### src/rtl/twin_stage_pkg.sv
// Shared mode encoding for the twin-register stage guard.
// Assumes a 2-bit mode field; code 3 is folded onto lockstep by the top.
package twin_stage_pkg;
    typedef enum logic [1:0] {
        GM_LOCK  = 2'd0,
        GM_SPEC  = 2'd1,
        GM_SHARE = 2'd2,
        GM_RSVD  = 2'd3
    } guard_mode_e;
endpackage

### src/rtl/tsg_route_mux.sv
// Two-way routing multiplexer in front of a stage register.
// Assumes both candidates are settled before the capturing edge.
module tsg_route_mux #(
    parameter int DATA_W = 16
) (
    input  logic              pick_b_i,
    input  logic [DATA_W-1:0] a_i,
    input  logic [DATA_W-1:0] b_i,
    output logic [DATA_W-1:0] y_o
);
    // select one of the two logic copies
    always_comb y_o = pick_b_i ? b_i : a_i;
endmodule

### src/rtl/tsg_pair_compare.sv
// Compares the registered main/shadow pair in lanes, one cycle after capture.
// Assumes both inputs come straight from registers (keeps it off the stage path).
module tsg_pair_compare #(
    parameter int DATA_W = 16,
    parameter int LANE_W = 4
) (
    input  logic              armed_i,
    input  logic [DATA_W-1:0] main_q_i,
    input  logic [DATA_W-1:0] shad_q_i,
    output logic              mismatch_o,
    output logic              clean_o
);
    localparam int LANES = (DATA_W + LANE_W - 1) / LANE_W;
    localparam int PAD_W = LANES * LANE_W;

    logic [PAD_W-1:0] a_pad, b_pad;
    logic [LANES-1:0] lane_diff;

    // zero-extend both words to whole lanes
    always_comb begin
        a_pad = '0;
        b_pad = '0;
        a_pad[DATA_W-1:0] = main_q_i;
        b_pad[DATA_W-1:0] = shad_q_i;
    end

    for (genvar l = 0; l < LANES; l++) begin : g_lane
        // per-lane inequality
        always_comb lane_diff[l] = |(a_pad[l*LANE_W +: LANE_W] ^ b_pad[l*LANE_W +: LANE_W]);
    end

    // combine lanes into verdicts
    always_comb begin
        mismatch_o = armed_i && (|lane_diff);
        clean_o    = armed_i && !(|lane_diff);
    end
endmodule

### src/rtl/tsg_replay_tracker.sv
// Remembers the tag of the last flushed item so a repeat mismatch can be accepted.
// Assumes flush and clean are never asserted together.
module tsg_replay_tracker #(
    parameter int TAG_W = 4
) (
    input  logic             clk,
    input  logic             rst_n,
    input  logic             flush_i,
    input  logic             clean_i,
    input  logic [TAG_W-1:0] tag_i,
    output logic             trust_o
);
    logic [TAG_W-1:0] last_tag;
    logic             last_vld;

    // record on flush, forget on clean compare
    always_ff @(posedge clk) begin
        if (!rst_n) begin
            last_tag <= '0;
            last_vld <= 1'b0;
        end else if (flush_i) begin
            last_tag <= tag_i;
            last_vld <= 1'b1;
        end else if (clean_i) begin
            last_vld <= 1'b0;
        end
    end

    // the held item is a replay of the flushed one
    always_comb trust_o = last_vld && (last_tag == tag_i);
endmodule

### src/rtl/twin_stage_guard.sv
// Main/shadow register pair with routing, delayed compare and mode-specific recovery.
// Assumes stage logic copies, skewed sampling and power gating are modelled by the inputs.
module twin_stage_guard
    import twin_stage_pkg::*;
#(
    parameter int DATA_W = 16,
    parameter int TAG_W  = 4,
    parameter int LANE_W = 4
) (
    input  logic              clk,
    input  logic              rst_n,
    input  logic [1:0]        mode_i,
    input  logic              skew_zero_i,
    input  logic              share_src_i,
    input  logic              chk_en_i,
    input  logic              main_en_i,
    input  logic              shad_en_i,
    input  logic              in_valid_i,
    output logic              in_ready_o,
    input  logic [TAG_W-1:0]  in_tag_i,
    input  logic [DATA_W-1:0] main_logic_i,
    input  logic [DATA_W-1:0] shad_logic_i,
    input  logic              late_valid_i,
    input  logic [DATA_W-1:0] late_data_i,
    output logic [DATA_W-1:0] stage_q_o,
    output logic [DATA_W-1:0] shadow_q_o,
    output logic [TAG_W-1:0]  tag_o,
    output logic              err_o,
    output logic              stall_o,
    output logic              flush_o,
    output logic              cfg_err_o
);
    guard_mode_e              eff_mode;
    logic [DATA_W-1:0]        main_next, shad_next, main_path;
    logic                     main_pick_shad, shad_pick_own;
    logic [DATA_W-1:0]        main_q, shad_q;
    logic [TAG_W-1:0]         tag_q;
    logic                     fresh_q;
    logic                     fire, shad_cap;
    logic                     mismatch, clean, trust;
    logic                     spec_fix, lock_miss, accept, flush_req;

    // fold reserved code and unsafe shared request onto lockstep
    always_comb begin
        cfg_err_o = (guard_mode_e'(mode_i) == GM_SHARE) && !skew_zero_i;
        case (guard_mode_e'(mode_i))
            GM_SPEC:  eff_mode = GM_SPEC;
            GM_SHARE: eff_mode = skew_zero_i ? GM_SHARE : GM_LOCK;
            default:  eff_mode = GM_LOCK;
        endcase
    end

    // routing selects for both registers
    always_comb begin
        main_pick_shad = (eff_mode == GM_SHARE) && share_src_i;
        shad_pick_own  = (eff_mode == GM_LOCK) || ((eff_mode == GM_SHARE) && share_src_i);
        main_path      = (eff_mode == GM_SPEC) ? late_data_i : main_logic_i;
    end

    tsg_route_mux #(.DATA_W(DATA_W)) u_main_mux (
        .pick_b_i (main_pick_shad),
        .a_i      (main_logic_i),
        .b_i      (shad_logic_i),
        .y_o      (main_next)
    );

    tsg_route_mux #(.DATA_W(DATA_W)) u_shad_mux (
        .pick_b_i (shad_pick_own),
        .a_i      (main_path),
        .b_i      (shad_logic_i),
        .y_o      (shad_next)
    );

    tsg_pair_compare #(.DATA_W(DATA_W), .LANE_W(LANE_W)) u_cmp (
        .armed_i    (fresh_q && chk_en_i),
        .main_q_i   (main_q),
        .shad_q_i   (shad_q),
        .mismatch_o (mismatch),
        .clean_o    (clean)
    );

    tsg_replay_tracker #(.TAG_W(TAG_W)) u_track (
        .clk     (clk),
        .rst_n   (rst_n),
        .flush_i (flush_req),
        .clean_i (clean),
        .tag_i   (tag_q),
        .trust_o (trust)
    );

    // recovery decision by mode
    always_comb begin
        spec_fix  = mismatch && (eff_mode == GM_SPEC);
        lock_miss = mismatch && (eff_mode != GM_SPEC);
        accept    = lock_miss && trust;
        flush_req = lock_miss && !trust;
        stall_o   = spec_fix || accept;
        flush_o   = flush_req;
        err_o     = mismatch;
        in_ready_o = !(stall_o || flush_req);
        fire      = in_valid_i && in_ready_o;
        shad_cap  = shad_en_i && ((eff_mode != GM_SPEC) || late_valid_i);
    end

    // register pair, tag and compare-pending flag
    always_ff @(posedge clk) begin
        if (!rst_n) begin
            main_q  <= '0;
            shad_q  <= '0;
            tag_q   <= '0;
            fresh_q <= 1'b0;
        end else if (stall_o) begin
            main_q  <= shad_q;
        end else if (flush_req) begin
            fresh_q <= 1'b0;
        end else if (fire) begin
            if (main_en_i) main_q <= main_next;
            if (shad_cap)  shad_q <= shad_next;
            tag_q   <= in_tag_i;
            fresh_q <= main_en_i && shad_cap;
        end else begin
            fresh_q <= 1'b0;
        end
    end

    // outputs
    always_comb begin
        stage_q_o  = main_q;
        shadow_q_o = shad_q;
        tag_o      = tag_q;
    end
endmodule

### config.mk
export PLATFORM = sky130hd
export DESIGN_NAME = twin_stage_guard
export DESIGN_NICKNAME = d
export VERILOG_FILES = /design/src/rtl/twin_stage_pkg.sv /design/src/rtl/tsg_route_mux.sv /design/src/rtl/tsg_pair_compare.sv /design/src/rtl/tsg_replay_tracker.sv /design/src/rtl/twin_stage_guard.sv
export SDC_FILE = /design/constraint.sdc
export NUM_CORES = 1
export LEC_CHECK = 0
export BUFFER_PORTS_ARGS = -buffer_cell sky130_fd_sc_hd__buf_2
export CORE_UTILIZATION = 40
export DETAILED_ROUTE_END_ITERATION = 10
export PLACE_DENSITY = 0.76
export SLEW_MARGIN = 20
export SYNTH_ARGS = -nofsm -noshare
export SYNTH_HDL_FRONTEND = slang
export SYNTH_HIERARCHICAL = 1
export SYNTH_SLANG_ARGS = --single-unit
export TNS_END_PERCENT = 1
### constraint.sdc
create_clock -name clk -period 2.45 [get_ports clk]
set_clock_uncertainty 0.1 [all_clocks]
set_input_delay 0.49 -clock clk [delete_from_list [all_inputs] [get_ports clk]]
set_output_delay 0.49 -clock clk [all_outputs]
set_load 0.01 [all_outputs]
After elaboration in Yosys (flattened, before gate mapping)
Cells that the tools add are included.
{ "totals": {"ff_bits": 42} }
{ "op_classes": {"n_eq_ne": 7, "muxes": 13, "bitwise": 6, "reduce_logical": 29} }
{ "ops": {"columns": ["operator", "count"], "rows": [
  ["$mux W16", 7],
  ["$reduce_or A16 Y1", 1],
  ["$xor A4 B4 Y4", 4],
  ["$logic_and A1 B1 Y1", 13],
  ["$reduce_and A3 Y1", 2],
  ["$reduce_bool A2 Y1", 3],
  ["$eq A2 B1 Y1 const B", 2],
  ["$eq A2 B2 Y1 const B", 2],
  ["$eq A4 B4 Y1", 1],
  ["$logic_not A1 Y1", 4],
  ["$logic_or A1 B1 Y1", 4],
  ["$mux W1", 4],
  ["$pmux W2 S2", 1],
  ["$reduce_and A4 Y1", 1],
  ["$logic_not A2 Y1", 1],
  ["$mux W2", 1],
  ["$ne A2 B1 Y1 const B", 1],
  ["$ne A2 B2 Y1 const B", 1],
  ["$not A1 Y1", 2]
]} }

Logic depth before layout (Yosys ltp)
{ "logic_depth": {"depth_word": 12, "mapped_depth": 10} }

By module
The synthesis kept the hierarchy.
{ "modules_own_cells": {"columns": ["mod", "instances", "cells_per_inst", "area_per_inst_um2", "seq_area_each_um2"], "rows": [
  ["twin_stage_guard", 1, 202, 1878.1, 740.7],
  ["tsg_route_mux", 2, 18, 249.0, 0.0],
  ["tsg_replay_tracker", 1, 25, 249.0, 100.1],
  ["tsg_pair_compare", 1, 24, 185.2, 0.0]
]} }

Worst setup path before layout
OpenSTA, ideal clock, no wires.
{ "synth_timing": {"path_type": "input -> register", "from": "input port mode_i[1]", "to": "register main_q[14] (netlist: stage_q_o[14])", "t_arrival_ns": 2.273, "required_time_ns": 2.218, "slack_ns": -0.055, "path_stages": 10, "path_buffers": 4, "cell_sequence": "inv_1 ha_1 buf_2 buf_2 nor4b_1 buf_6 buf_12 mux2_4 mux2i_1 a21oi_1"} }
{ "synth_via": {"elab_cells_between_ends": 24, "cone_classes": "6 x eq/ne; 6 x mux; 12 x reduce/logical"} }
{ "synth_lines": {"columns": ["item", "line_no", "source"], "rows": [
  ["start, declared", "twin_stage_guard.sv:12", "input logic [1:0] mode_i,"],
  ["$eq A2 B2 Y1 / $eq A2 B1 Y1 (equally long branches)", "twin_stage_guard.sv:46", "case (guard_mode_e'(mode_i))"],
  ["$pmux W2 S2 *", "twin_stage_guard.sv:46", null],
  ["$eq A2 B2 Y1 *", "twin_stage_guard.sv:55", "main_pick_shad = (eff_mode == GM_SHARE) && share_src_i;"],
  ["$logic_and A1 B1 Y1 *", "twin_stage_guard.sv:55", null],
  ["net main_pick_shad", "twin_stage_guard.sv:35", "logic main_pick_shad, shad_pick_own;"],
  ["$mux W16 *", "tsg_route_mux.sv:12", "always_comb y_o = pick_b_i ? b_i : a_i;"],
  ["net main_next[14]", "twin_stage_guard.sv:34", "logic [DATA_W-1:0] main_next, shad_next, main_path;"],
  ["$mux W16 *", "twin_stage_guard.sv:117", "if (main_en_i) main_q <= main_next;"],
  ["$mux W16 *", "twin_stage_guard.sv:116", "end else if (fire) begin"],
  ["$mux W16 *", "twin_stage_guard.sv:114", "end else if (flush_req) begin"],
  ["$mux W16 *", "twin_stage_guard.sv:112", "end else if (stall_o) begin"],
  ["end signal, assigned", "twin_stage_guard.sv:113", "main_q <= shad_q;"],
  ["end signal, assigned", "twin_stage_guard.sv:117", null],
  ["end, declared", "twin_stage_guard.sv:36", "logic [DATA_W-1:0] main_q, shad_q;"]
]} }
Mark *: on every way through the listed nets, which the timed path passes. The rest lies on a longest branch. The select of a mux whose other input is x is not followed.
A chain may end at the register's enable or synchronous reset.

Final worst setup path
{ "layout_timing": {"from": "register shad_q[15] (netlist: shadow_q_o[15])", "to": "output port flush_o"} }
{ "layout_via": {"elab_chain_len": 5} }
{ "layout_rtl": {"columns": ["item", "line_no", "source"], "rows": [
  ["start, declared", "twin_stage_guard.sv:36", null],
  ["start signal, assigned", "twin_stage_guard.sv:118", "if (shad_cap) shad_q <= shad_next;"],
  ["$xor A4 B4 Y4", "tsg_pair_compare.sv:29", "always_comb lane_diff[l] = |(a_pad[l*LANE_W +: LANE_W] ^ b_pad[l*LANE_W +: LANE_W]);"],
  ["$reduce_or A16 Y1", "tsg_pair_compare.sv:34", "mismatch_o = armed_i && (|lane_diff);"],
  ["$logic_and A1 B1 Y1", "tsg_pair_compare.sv:34", null],
  ["$logic_and A1 B1 Y1", "twin_stage_guard.sv:94", "lock_miss = mismatch && (eff_mode != GM_SPEC);"],
  ["$logic_and A1 B1 Y1", "twin_stage_guard.sv:96", "flush_req = lock_miss && !trust;"],
  ["end, declared", "twin_stage_guard.sv:30", "output logic flush_o,"]
]} }
No other way between the ends.

==> flow_summary.rst <==
.. list-table::
   :header-rows: 1

   * - Metric
     - Value
   * - Initial core utilization
     - 41.4%
   * - Data arrival time of the critical path
     - 1.91 ns
   * - Number of maximum-capacitance violations
     - 0
   * - Clock buffers created by TritonCTS
     - 5
   * - Vertical extent of the die
     - about 86 um
   * - Top cells by count, synth
     - dfxtp_1, mux2i_1, nand2_1
   * - Number of cells produced by synthesis
     - 287
   * - Setup violation total in the final timing report
     - 13
   * - RD Place Congestion
     - between 0.7 and 0.8
   * - Summed negative setup slack over all endpoints
     - -0.273 ns
   * - Vias per cell
     - 4.96
   * - Top cell type by total area after synthesis
     - dfxtp_1
   * - Total global-route track usage
     - a little under a fifth
   * - Cell area after synthesis
     - 0.00281 mm^2
   * - Number of synthesized flops with an enable pin
     - 0
   * - Distinct cell type count after synthesis
     - 35
   * - Crit share post-route
     - 102%
   * - Post-DR wirelength/cell
     - approximately 15 um
   * - Vias after detailed routing
     - 2515
   * - Synthesized Nets
     - 353
   * - Number of nets in the layout
     - 477
   * - Detailed router's first-iteration violation count
     - 57
   * - Global-route wire length before repair
     - 10900 um
   * - Final setup margin
     - -0.0529 ns
   * - Buffer type at the clock tree root
     - clkbuf_8
   * - Area fraction of the dominant cell type after synthesis
     - 29.9%
   * - Final Max Tran Viols
     - 0
   * - Number of global-route vias before repair
     - roughly 2300
   * - Maximum operating frequency
     - 400 MHz
   * - DPL Wire Length
     - approximately 5100 um
   * - Area growth from synthesis to layout
     - 38.3%
   * - Antenna fix cells
     - 0
   * - Ranking of synthesized cells by area
     - dfxtp_1, mux2i_1, mux2_2
   * - Worst voltage drop across the vdd grid
     - 0.236 mV
   * - Run status
     - finished with violations
   * - Synth Register Bits
     - 42
   * - Standard-cell rows
     - 30
   * - Critical path startpoint category
     - flop
   * - Ports
     - 104
   * - Critical path class
     - flop to output port
   * - Final number of hold-violating endpoints
     - 0
   * - Pin count of the biggest net entering global routing
     - 33
   * - Endpoint class of the critical path
     - output port
   * - Violations in the final reports
     - negative setup slack
   * - Core region area
     - 0.00679 mm^2
   * - Max stage delay on crit path
     - between 0.3 and 0.4 ns
   * - Seq/Total Area, Yosys
     - 29.9%
   * - Antenna violations before repair
     - 0
   * - Most numerous cell in the Yosys netlist
     - dfxtp_1
   * - Critical path, cell by cell
     - xor2_1 > nor4_2 > nand4_1 > and2_4 > nor2b_4 > nor2b_4 > buf_6
   * - Count of H-tree levels built during CTS
     - 2
   * - Post-synth top flop
     - dfxtp_1
   * - DRC violations left
     - 0
   * - Worst path most repeated cell
     - nor2b_4
   * - First drt pass iteration count
     - 4
   * - Number of filler cells placed in the layout
     - 598
   * - Worst-Margin Slew
     - 0.663 ns
   * - CTS tree
     - yes
   * - Max-Slew Margin vs Limit
     - 55.7%
   * - Library cell contributing the largest single delay on the critical path
     - dfxtp_2
   * - Horizontal die dimension
     - roughly 86 um
   * - Maximum net fanout on the critical path
     - 4
   * - Setup repair after global routing missed its margin
     - true
   * - Ratio of cells with drive above 1 in the final layout
     - between 50 and 60%
   * - Detail Route Antenna Nets
     - 0
   * - Overflow after GRT
     - 0
   * - Clock network latency to the later pin of the worst-skew pair
     - 0.29 ns
   * - Floorplan die area
     - 0.00737 mm^2
   * - Leakage power of the design
     - 1.96 nW
   * - Final min period
     - 2.50 ns
   * - Count of synthesis-stage warnings from yosys
     - 6
   * - Post-detailed-routing wire length
     - 7430 um
   * - Share of synthesized flip-flops with an asynchronous set or reset
     - 0%
   * - Clock Sinks
     - 42
   * - Worst min path class
     - input port to flop
   * - WP data required
     - 1.86 ns
   * - Clock edge transition at the registers on the reported setup and hold paths
     - 0.08 ns
   * - Post-Syn Area per Cell
     - between 9 and 10 um^2
   * - Worst slack at placement
     - -0.197 ns
   * - Largest buffer count on any clock path
     - 2
   * - Number of I/O port buffers
     - 103
   * - Power density over the cells
     - 462 mW/mm^2
[layout make-up]
cell class                      count  area, um^2  share of cell area, %
Clock inverter                      1        30.0                  0.772
Inverter                            9        33.8                  0.869
Timing Repair Buffer              137         848                   21.8
Tap cell                           96         120                   3.09
Multi-Input combinational cell    216        1910                   49.2
Clock buffer                        6        82.6                   2.12
Sequential cell                    42         860                   22.1
[critical path: cells and delay by family (launching register included)]
kind          cells  cell delay (ns)
simple gates      5             0.98
xor+xnor          1             0.17
buf+inv           1             0.11
flops             1             0.36
[through the flow]
stage | total power, mW | utilization [%] | std cells | hold slack (ns) | cell area [um^2]
after floorplan | 1.04 | - | 287 | 0.397 | 2820
after global placement | 1.18 | 50.9 | 481 | 0.383 | 3460
after detailed placement | 1.19 | 50.9 | 481 | 0.398 | 3460
after CTS | 1.77 | 54.4 | 497 | 0.355 | 3700
after global routing | 1.88 | 57.2 | 507 | 0.358 | 3890
final | 1.80 | 57.2 | 507 | 0.360 | 3890
[cell usage in the layout (no fill, tap or decap), types with 3 or more instances in the layout]
cell type,n
buf_2,102
mux2i_1,40
nand2_1,36
dfxtp_1,29
mux2_2,28
buf_4,27
mux2_4,20
xor2_1,16
a21oi_1,15
dfxtp_2,12
nor2b_1,11
o21ai_1,10
inv_1,9
o21ai_2,6
clkbuf_8,6
buf_6,4
ha_1,3
nor4_2,3
[path summary, 6_finish.rpt]
path,startpoint,end,slack [ns],cells after the start
worst max-delay path,shadow_q_o[15]$_SDFFE_PN0P_,flush_o,-0.05,7
worst min-delay path,in_tag_i[2],tag_o[2]$_SDFFE_PN0P_,0.36,3
worst max register to register,shadow_q_o[15]$_SDFFE_PN0P_,stage_q_o[3]$_SDFFE_PN0P_,-0.03,11
worst min register to register,shadow_q_o[12]$_SDFFE_PN0P_,shadow_q_o[12]$_SDFFE_PN0P_,0.38,2
[per-layer routing]
metal  share of wire, %  GRT usage [%]
met1                 43           23.0
met2                 51           33.3
met3                4.5           3.95
met4                1.1           5.76
met5                  0              0
[where the power goes]
| group | switching (mW) | internal [mW] | total, mW |
|---|---|---|---|
| clock | 0.234 | 0.326 | 0.560 |
| combinational | 0.213 | 0.254 | 0.467 |
| sequential | 0.0442 | 0.726 | 0.770 |
| total | 0.491 | 1.31 | 1.80 |
[sequential cells by signal, indices dropped and copies added (netlist names)]
register	cells
u_track/last_tag	4
tag_o	4
shadow_q_o	16
stage_q_o	16
u_track/last_vld	1
fresh_q	1
[cells by family (layout without fill, tap and decap cells)]
kind of cell / Yosys count / in the layout / share of synthesized area, %
buf+inv: 29 / 153 / 6.90
compound gates: 41 / 41 / 8.46
mux: 88 / 88 / 36.2
xor+xnor: 17 / 17 / 5.30
fa+ha+maj: 3 / 3 / 1.34
simple gates: 67 / 67 / 11.9
flops: 42 / 42 / 29.9
[what timing repair did]
action                     in CTS  in global routing
resized for setup              15                 26
hold buffers                    0                  0
pin swaps                       5                  7
cloned                          0                  2
setup buffers                   9                  8
setup endpoints to repair      35                 37
(Power assumes the default switching activity.)
